`config.mk`:
```
export PLATFORM = sky130hd
export DESIGN_NAME = dbg_halt_ctrl
export DESIGN_NICKNAME = d
export VERILOG_FILES = /design/src/rtl/dbg_halt_pkg.sv /design/src/rtl/dbg_rst_entry.sv /design/src/rtl/dbg_pend_unit.sv /design/src/rtl/dbg_src_reg.sv /design/src/rtl/dbg_halt_ctrl.sv
export SDC_FILE = /design/constraint.sdc
export NUM_CORES = 1
export LEC_CHECK = 0
export BUFFER_PORTS_ARGS = -buffer_cell sky130_fd_sc_hd__buf_4
export CAP_MARGIN = 0
export CORE_MARGIN = 2
export CORE_UTILIZATION = 30
export DETAILED_ROUTE_END_ITERATION = 10
export PLACE_DENSITY = 0.5
export SYNTH_ARGS = -nofsm -noshare
export SYNTH_HDL_FRONTEND = slang
export SYNTH_SLANG_ARGS = --single-unit
```
`constraint.sdc`:
```
create_clock -name clk -period 1.9 [get_ports clk]
set_clock_uncertainty 0.1 [all_clocks]
set_input_delay 0.285 -clock clk [delete_from_list [all_inputs] [get_ports clk]]
set_output_delay 0.285 -clock clk [all_outputs]
set_load 0.05 [all_outputs]
```
`src/rtl/dbg_halt_pkg.sv`:
```
package dbg_halt_pkg;

    typedef enum logic [1:0] {
        ST_BOOT = 2'd0,
        ST_RUN  = 2'd1,
        ST_STOP = 2'd2,
        ST_HALT = 2'd3
    } core_st_e;

    typedef enum logic [1:0] {
        RS_NEXT       = 2'd0,
        RS_LOADED_PC  = 2'd1,
        RS_RESET_FLOW = 2'd2
    } resume_e;

    localparam int CODE_W   = 3;
    localparam int NUM_PEND = 3;
    localparam int PEND_BG  = 0;
    localparam int PEND_TR  = 1;
    localparam int PEND_BK  = 2;

    localparam logic [CODE_W-1:0] CODE_NONE  = 3'd0;
    localparam logic [CODE_W-1:0] CODE_PIN   = 3'd1;
    localparam logic [CODE_W-1:0] CODE_FIRST = 3'd2;  // code of pending slot 0

    typedef struct packed {
        logic              bkpt;
        logic [CODE_W-1:0] code;
    } halt_src_t;

    // Lowest pending slot wins; slot i maps to code CODE_FIRST + i.
    function automatic logic [CODE_W-1:0] pick_code(input logic [NUM_PEND-1:0] p);
        logic [CODE_W-1:0] c;
        c = CODE_NONE;
        for (int i = NUM_PEND - 1; i >= 0; i--) begin
            if (p[i]) c = CODE_FIRST + CODE_W'(i);
        end
        return c;
    endfunction

    function automatic logic [1:0] status_of(input core_st_e s);
        case (s)
            ST_STOP: return 2'd1;
            ST_HALT: return 2'd2;
            default: return 2'd0;
        endcase
    endfunction

endpackage

```
`src/rtl/dbg_rst_entry.sv`:
```
module dbg_rst_entry #(
    parameter int MIN_LOW = 2
) (
    input  logic clk,
    input  logic rst,
    input  logic pin_n,
    output logic boot_halt,
    output logic boot_run
);
    localparam int CNT_W = $clog2(MIN_LOW + 1);

    logic             active_q;
    logic [CNT_W-1:0] cnt_q;

    assign boot_halt = active_q && !pin_n && (cnt_q == CNT_W'(MIN_LOW - 1));
    assign boot_run  = active_q && pin_n;

    always_ff @(posedge clk) begin
        if (rst) begin
            active_q <= 1'b1;
            cnt_q    <= '0;
        end else if (active_q) begin
            if (boot_halt || boot_run) begin
                active_q <= 1'b0;
            end else begin
                cnt_q <= cnt_q + 1'b1;
            end
        end
    end

    // Window closes after its decision: no second decision.
    p_window_once_r2: assert property (@(posedge clk) disable iff (rst)
        (boot_halt || boot_run) |=> !(boot_halt || boot_run));

endmodule

```
`src/rtl/dbg_pend_unit.sv`:
```
module dbg_pend_unit #(
    parameter int N = 3
) (
    input  logic         clk,
    input  logic         rst,
    input  logic [N-1:0] set_i,
    input  logic         clr_i,
    output logic [N-1:0] pend_o
);
    generate
        for (genvar g = 0; g < N; g++) begin : g_slot
            logic q;
            always_ff @(posedge clk) begin
                if (rst) q <= 1'b0;
                else     q <= set_i[g] | (q & ~clr_i);
            end
            assign pend_o[g] = q;
        end
    endgenerate

    p_taken_clears_r3: assert property (@(posedge clk) disable iff (rst)
        (clr_i && set_i == '0) |=> (pend_o == '0));

endmodule

```
`src/rtl/dbg_src_reg.sv`:
```
module dbg_src_reg
    import dbg_halt_pkg::*;
(
    input  logic              clk,
    input  logic              rst,
    input  logic              take,
    input  logic [CODE_W-1:0] take_code,
    input  logic              take_bkpt,
    input  logic              take_trace,
    input  logic              rd_clr,
    input  logic              go_clr,
    output halt_src_t         src_o,
    output logic              trace_o
);
    halt_src_t src_q;
    logic      trace_q;

    always_ff @(posedge clk) begin
        if (rst) begin
            src_q   <= '0;
            trace_q <= 1'b0;
        end else if (take) begin
            src_q.code <= take_code;
            src_q.bkpt <= take_bkpt | (src_q.bkpt & ~rd_clr);
            if (take_trace) trace_q <= 1'b1;
        end else begin
            if (rd_clr || go_clr) src_q.code <= CODE_NONE;
            if (rd_clr)           src_q.bkpt <= 1'b0;
            if (go_clr)           trace_q    <= 1'b0;
        end
    end

    assign src_o   = src_q;
    assign trace_o = trace_q;

    p_read_clears_r6: assert property (@(posedge clk) disable iff (rst)
        (rd_clr && !take) |=> (src_o == '0));

    p_go_keeps_bkpt_r7: assert property (@(posedge clk) disable iff (rst)
        (go_clr && !rd_clr && !take) |=> (src_o.code == CODE_NONE && src_o.bkpt == $past(src_o.bkpt) && !trace_o));

endmodule

```
`src/rtl/dbg_halt_ctrl.sv`:
```
module dbg_halt_ctrl
    import dbg_halt_pkg::*;
#(
    parameter int RST_LOW_CYCLES = 2
) (
    input  logic       clk,
    input  logic       rst,
    input  logic       dbg_pin_n,
    input  logic       bgnd_cmd,
    input  logic       go_cmd,
    input  logic       pc_write,
    input  logic       stat_read,
    input  logic       trace_full,
    input  logic       bkpt_hit,
    input  logic       insn_sample,
    input  logic       stop_enter,
    input  logic       dbg_enable,
    input  logic       secure,
    output logic       halt_req,
    output logic [1:0] core_status,
    output logic [3:0] halt_src,
    output logic       bkpt_flag,
    output logic       trace_halt_flag,
    output logic       resume_vld,
    output logic [1:0] resume_sel,
    output logic       illegal_rsp
);
    core_st_e st_q, st_d;

    logic cmd_ok;
    logic boot_halt, boot_run;
    logic [NUM_PEND-1:0] pend_set, pend_q;
    logic take_boot, take_stop, take_pend, take_any;
    logic [CODE_W-1:0] take_code;
    logic go_ok, go_bad, pcw_ok, pcw_bad, bg_bad;
    logic from_reset_q, pc_loaded_q;
    resume_e resume_q;
    halt_src_t src;

    assign cmd_ok = dbg_enable && !secure;

    dbg_rst_entry #(.MIN_LOW(RST_LOW_CYCLES)) u_rst_entry (
        .clk       (clk),
        .rst       (rst),
        .pin_n     (dbg_pin_n),
        .boot_halt (boot_halt),
        .boot_run  (boot_run)
    );

    always_comb begin
        pend_set          = '0;
        pend_set[PEND_BG] = (st_q == ST_RUN) && bgnd_cmd && cmd_ok;
        pend_set[PEND_TR] = (st_q == ST_RUN) && trace_full;
        pend_set[PEND_BK] = (st_q == ST_RUN) && bkpt_hit;
    end

    dbg_pend_unit #(.N(NUM_PEND)) u_pend (
        .clk    (clk),
        .rst    (rst),
        .set_i  (pend_set),
        .clr_i  (take_pend),
        .pend_o (pend_q)
    );

    assign take_boot = (st_q == ST_BOOT) && boot_halt;
    assign take_stop = (st_q == ST_STOP) && bgnd_cmd && cmd_ok;
    assign take_pend = (st_q == ST_RUN) && insn_sample && (|pend_q);
    assign take_any  = take_boot || take_stop || take_pend;

    always_comb begin
        if (take_boot)      take_code = CODE_PIN;
        else if (take_stop) take_code = CODE_FIRST + CODE_W'(PEND_BG);
        else                take_code = pick_code(pend_q);
    end

    assign go_ok   = (st_q == ST_HALT) && go_cmd   && !secure;
    assign go_bad  = (st_q == ST_HALT) && go_cmd   &&  secure;
    assign pcw_ok  = (st_q == ST_HALT) && pc_write && !secure;
    assign pcw_bad = (st_q == ST_HALT) && pc_write &&  secure;
    assign bg_bad  = bgnd_cmd && !cmd_ok;

    dbg_src_reg u_src (
        .clk        (clk),
        .rst        (rst),
        .take       (take_any),
        .take_code  (take_code),
        .take_bkpt  (take_pend && (pend_q[PEND_TR] || pend_q[PEND_BK])),
        .take_trace (take_pend && pend_q[PEND_TR]),
        .rd_clr     (stat_read),
        .go_clr     (go_ok),
        .src_o      (src),
        .trace_o    (trace_halt_flag)
    );

    always_comb begin
        st_d = st_q;
        case (st_q)
            ST_BOOT: begin
                if (boot_halt)     st_d = ST_HALT;
                else if (boot_run) st_d = ST_RUN;
            end
            ST_RUN: begin
                if (take_pend)       st_d = ST_HALT;
                else if (stop_enter) st_d = ST_STOP;
            end
            ST_STOP: if (take_stop) st_d = ST_HALT;
            ST_HALT: if (go_ok)     st_d = ST_RUN;
            default: st_d = ST_BOOT;
        endcase
    end

    always_ff @(posedge clk) begin
        if (rst) begin
            st_q         <= ST_BOOT;
            from_reset_q <= 1'b0;
            pc_loaded_q  <= 1'b0;
            resume_vld   <= 1'b0;
            resume_q     <= RS_NEXT;
            illegal_rsp  <= 1'b0;
            core_status  <= 2'd0;
        end else begin
            st_q        <= st_d;
            core_status <= status_of(st_q);
            illegal_rsp <= bg_bad || go_bad || pcw_bad;
            resume_vld  <= go_ok;
            if (go_ok) begin
                if (pc_loaded_q)       resume_q <= RS_LOADED_PC;
                else if (from_reset_q) resume_q <= RS_RESET_FLOW;
                else                   resume_q <= RS_NEXT;
            end else begin
                resume_q <= RS_NEXT;
            end
            if (go_ok)          from_reset_q <= 1'b0;
            else if (take_boot) from_reset_q <= 1'b1;
            if (go_ok)          pc_loaded_q  <= 1'b0;
            else if (pcw_ok)    pc_loaded_q  <= 1'b1;
        end
    end

    assign halt_req   = (st_q == ST_HALT);
    assign halt_src   = src;
    assign bkpt_flag  = src.bkpt;
    assign resume_sel = resume_q;

    // A halt out of the running state only happens at a sample strobe.
    p_halt_at_sample_r3: assert property (@(posedge clk) disable iff (rst)
        ($past(st_q) == ST_RUN && st_q == ST_HALT) |-> $past(insn_sample));

    p_status_lags_r12: assert property (@(posedge clk) disable iff (rst)
        $rose(halt_req) |=> (core_status == 2'd2));

    p_bad_bg_r10: assert property (@(posedge clk) disable iff (rst)
        (bgnd_cmd && !dbg_enable) |=> illegal_rsp);

    p_secure_hold_r11: assert property (@(posedge clk) disable iff (rst)
        (halt_req && secure && go_cmd) |=> (halt_req && illegal_rsp));

    p_resume_runs_r7: assert property (@(posedge clk) disable iff (rst)
        resume_vld |-> !halt_req);

    p_stop_exit_r8: assert property (@(posedge clk) disable iff (rst)
        ($past(st_q) == ST_STOP && halt_req) |-> (halt_src[2:0] == 3'd2));

endmodule

```
After elaboration in Yosys (flattened, before gate mapping):

Cells that the tools add are included.

* bitwise logic cells: 12
* reductions and logical operators: 43
* equal/unequal tests: 9
* $add $sub $neg: 1
* muxes and demuxes: 23

Operators by type and width (count)
* $logic_and A1 B1 Y1: 22
* $mux W3: 6
* $mux W2: 7
* $pmux W2 S4: 1
* $logic_or A1 B1 Y1: 7
* $mux W1: 7
* $reduce_bool A2 Y1: 3
* $reduce_or A3 Y1: 2
* $and A1 B1 Y1: 4
* $eq A2 B1 Y1 const B: 2
* $eq A2 B2 Y1 const B: 2
* $mux W4: 1
* $ne A2 B1 Y1 const B: 2
* $not A1 Y1: 4
* $or A1 B1 Y1: 4
* $pmux W2 S2: 1
* $reduce_and A2 Y1: 2
* $reduce_and A4 Y1: 1
* $reduce_or A2 Y1: 2
* $logic_not A1 Y1: 3
* $ne A3 B2 Y1 const B: 1
* $ne A3 B3 Y1 const B: 1
* $add A2 B1 Y2 const B: 1
* $logic_not A2 Y1: 1
* $ne A2 B2 Y1 const B: 1

* bits of input ports: 13
* register bits after elaboration: 21

Logic depth before layout (Yosys ltp):

* depth after elaboration: 8
* mapped depth: 7
* depth with buffers taken out: 6

Hierarchy:

From an unflattened synthesis, not the netlist that was laid out.

* cells, all modules: 111
* area total of the unflattened synthesis: 1044.8 µm²

By module, submodules not included
* dbg_halt_ctrl: instances 1, area each 573.0 µm², cells an instance 60
* dbg_src_reg: instances 1, area each 187.7 µm², cells an instance 22
* dbg_rst_entry: instances 1, area each 156.4 µm², cells an instance 14
* dbg_pend_unit: instances 1, area each 127.6 µm², cells an instance 15

Least setup slack after synthesis:

Ideal clock, no wire load.

* kind: register -> register
* start point: reg st_q[0]
* end point: reg st_q[0]
* buffers on the path: 0
* data required time: 1.709 ns
* cell stages (with the launch flop): 5
* data arrival time: 1.543 ns
* path slack: 0.166 ns
* cells stage by stage: dfxtp_1 ha_1 a222oi_1 a21oi_1 a311oi_1

* cells in the longest elaborated chain, start to end: 5
* elaborated cells between the ends (all ways): 17
* those cells by class: 7 x eq/ne; 2 x mux; 8 x reduce/logical

RTL lines
* start: declaration: RTL line dbg_halt_ctrl.sv:28 `core_st_e st_q, st_d;`
* start signal: assignment: RTL line dbg_halt_ctrl.sv:122 `st_q <= st_d;`
* $eq A2 B2 Y1 *
* named net halt_req: RTL line dbg_halt_ctrl.sv:19 `output logic halt_req,`
* $logic_and A1 B1 Y1 (2 in series): RTL line dbg_halt_ctrl.sv:76 `assign go_ok = (st_q == ST_HALT) && go_cmd && !secure;`
* $ne A2 B1 Y1 (no line)
* $reduce_and A4 Y1 (no line)

Mark *: on every way through the listed nets, which the timed path passes. The rest lies on a longest branch.
A chain may end at the register's enable or synchronous reset.

Worst setup path in the final report:

* start point: reg st_q[1]
* end point: reg st_q[1]

* cells in the longest elaborated chain, start to end: 5
* elaborated cells between the ends (all ways): 17
* those cells by class: 7 x eq/ne; 2 x mux; 8 x reduce/logical

RTL lines (RTL line)
* $eq A2 B1 Y1, or another cell as far along: dbg_halt_ctrl.sv:67, dbg_halt_ctrl.sv:97
* $logic_and A1 B1 Y1 (on tied branches) (2 in series): dbg_halt_ctrl.sv:67, dbg_halt_ctrl.sv:66, dbg_halt_ctrl.sv:76
* $ne A3 B3 Y1 (no line), or another cell as far along
* $reduce_and A4 Y1 (no line) / $pmux W2 S4 (equally long branches)

Parallel ways exist; a longest one is shown, timed or not.

==> results.tsv <==
metric	value	unit
cell type with the highest aggregate area in the netlist	dfxtp_1	
final-report hold violation count	0	
worst-path fanout max	5	
async set or reset register ratio after synthesis	0	%
clock tree from TritonCTS	built	
path category of the worst min-delay check	input pin to flop	
dpl hpwl	1.492	mm
Top delay family on crit path	compound AO/OA/AOI/OAI gates	
total die area	3538	um2
leftover overflow at the end of global routing	0	
total negative slack for setup checks	0	ns
# DRC	0	
CP Launch Type	flop	
part of the power in registers	47.9	%
most common library cell in the layout ignoring fill and taps	buf_4	
combinational share of power	32.8	%
post-route design area	1167	um2
per-cell routed wire length	12.44	um
number of iterations in the first detailed-routing pass	4	
die outline width	59.48	um
final core utilization	39.20	%
nets	144	
initial antenna violation count	0	
fmax	559.2	MHz
Global Route Usage Sum	12.18	%
quantity of hold-fixing buffers added after cts	0	
RePlAce Congestion	0.7721	
Worst path max stage delay	0.46	ns
number of antenna repair diodes	0	
final setup violating endpoints	0	
worst-case reg-to-reg path depth	5	
synthesized net count	117	
capture instance of the worst register-to-register path	st_q[1]	
dominant synthesized flop cell	dfxtp_1	
Yosys warning total	0	
power spent charging and discharging nets	0.0003923	W
clock root buffer	clkbuf_4	
vias in the first global route	690	
capture endpoint of the worst hold path	u_pend.g_slot[1].q	
crit share post-route	94.12	%
Worst EP required	2.02	ns
outcome	finished, final reports clean	
proportion of layout cells with a drive suffix above 1	27.42	%
count of different cell masters after synthesis	35	
netlist area before placement	923.4	um2
num ports	26	
first-pass GRT wire length	3.167	mm
number of cells produced by synthesis	98	
share of power burned in the clock network	19.3	%
placed cell area	1140	um2
synthesized area per cell	9.422	um2
Skew-Pair Late Insertion Delay	0.30	ns
core outline area	2978	um2
total internal power	0.0007155	W
Detailed Route WL	1.953	mm
maximum number of pins on one net before global-route repair	19	
startpoint of the lowest-slack hold path	trace_full	
Setup Crit Path Kind	flop to flop	
switching power as a share of total power	35.41	%
slowest stage cell, crit path	a222oi_1	
worst path arrival time	1.91	ns
maximum level of the CTS H-tree	1	
total stage count of the critical path	5	
count of port buffers added during placement	25	
sequential-to-total area share from yosys stat	45.53	%
area growth from synthesis to layout	26.42	%
final setup slack of the worst path	0.1117	ns
slew at the pin closest to its max-slew limit	0.4944	ns
biggest area contributors in the synthesized netlist	dfxtp_1, ha_1, nor2_1	
worst hold path cell count	3	
Max-Cap Viols	0	
leakage power	0.4932	nW
residual antenna-violating net count after detailed routing	0	
worst-path cell chain	inv_1 -> ha_1 -> a222oi_1 -> a21oi_1 -> a311oi_1	
crit path buf inv count	1	
top-area cell type share of the netlist area	45.53	%
clock transition at the registers of the reported paths	0.12	ns
total clock buffers created by CTS	3	
most frequent cells in the layout	buf_4, dfxtp_1, nor2_1	
cts repair resizes	0	
headroom to the max-slew limit	66.97	%
startpoint of the worst-slack reg-to-reg timing path	st_q[1]	
initial core utilization	31.01	%
number of violations reported at the end of detailed-routing iteration 0	31	
Die Ht	59.48	um
critical path startpoint	st_q[1]	
total of flip-flops plus latches after synthesis	21	
number of enable-type register cells in the synthesized netlist	0	
power per cell area	949.0	nW/um2
number of clock sinks	21	
number of vias after detailed routing	782	
setup slack, reg-to-reg	0.11	ns
setup repair after global routing missed its margin	no	
standard-cell row count	20	
post-CTS setup buffer count	0	
pre-CTS setup slack	0.1558	ns
final worst path period need	1.788	ns
drt via density	4.981	
maximum root-to-sink buffer count	2	
final count of pins violating max slew	0	
peak supply drop	0.0004156	V
Worst setup EP type	flop	
## registers in the layout, indices dropped and copies added (netlist names)
register and cells:
core_status 2, from_reset_q 1, illegal_rsp 1, resume_vld 1, u_src.trace_o 1, u_pend.g_slot.q 3, u_rst_entry.active_q 1, pc_loaded_q 1
st_q 2, resume_sel 2, u_src.src_o 4, u_rst_entry.cnt_q 2
## cell families (layout without fill, tap and decap cells)
group           after synthesis  after routing  synth area share [%]
compound gates               23             23                 18.02
xor+xnor                      1              1                0.9487
simple gates                 38             38                 23.17
fa+ha+maj                     6              6                 8.130
buf+inv                       9             35                 4.201
flops                        21             21                 45.53
## tightest hold or removal path, cell delays in order
cell and delay, ns:
buf_4 0.08, a22oi_1 0.07, nor2_1 0.08
## how the worst max path moves through the flow
stage          endpoint  slack (ns)
3_5_place_dp    st_q[1]        0.16
2_1_floorplan   st_q[0]        0.17
3_3_place_gp    st_q[0]        0.24
4_1_cts         st_q[1]        0.14
5_1_grt         st_q[1]       0.001
6_report        st_q[1]        0.11
## metrics by stage
stage,instances,power [W],hold WS (ns)
after global routing,157,0.001188,0.1344
after CTS,157,0.001127,0.1193
final,157,0.001108,0.1357
after global placement,153,0.0008961,0.3452
after floorplan,98,0.0007956,0.3152
after detailed placement,153,0.0009040,0.3459
## cells in the mapped netlist (2+ instances only)
| cell | instances |
|---|---|
| dfxtp_1 | 21 |
| nand3b_1 | 2 |
| nor3_1 | 2 |
| clkbuf_1 | 2 |
| a22oi_1 | 2 |
| nand3_1 | 2 |
| a31oi_1 | 2 |
| o21ai_0 | 2 |
| nand4b_1 | 2 |
| a311oi_1 | 2 |
| inv_1 | 5 |
| nor2_1 | 12 |
| a21oi_1 | 6 |
| nor2b_1 | 4 |
| nand2b_1 | 3 |
| ha_1 | 6 |
| nand2_1 | 3 |
| or2_2 | 2 |
| o2bb2ai_1 | 2 |
## area by class of cell
type	instances	area, um2
multi-input combinational	68	464.2
timing repair buffer	26	195.2
clock inverter	1	5.005
clock buffer	3	22.52
sequential	21	420.4
tap	33	41.29
inverter	5	18.77
fill	309	1810
## layer usage
layer	track usage (%)	vias to the layer above	wire, um
met5	0	-	0
met4	3.896	0	15
met3	4.367	2	118
met2	19.31	21	915
met1	15.31	351	903
li1	-	408	-
## power by group through the flow
stage               Clock [W]  Sequential [W]  Combinational (W)
global route         0.000248        0.000537           0.000403
detailed placement          0        0.000540           0.000364
floorplan                   0        0.000576           0.000219
CTS                  0.000232        0.000530           0.000365
finish               0.000214        0.000531           0.000363
global placement            0        0.000536           0.000360
No activity file was read; power rests on OpenSTA's default activity.
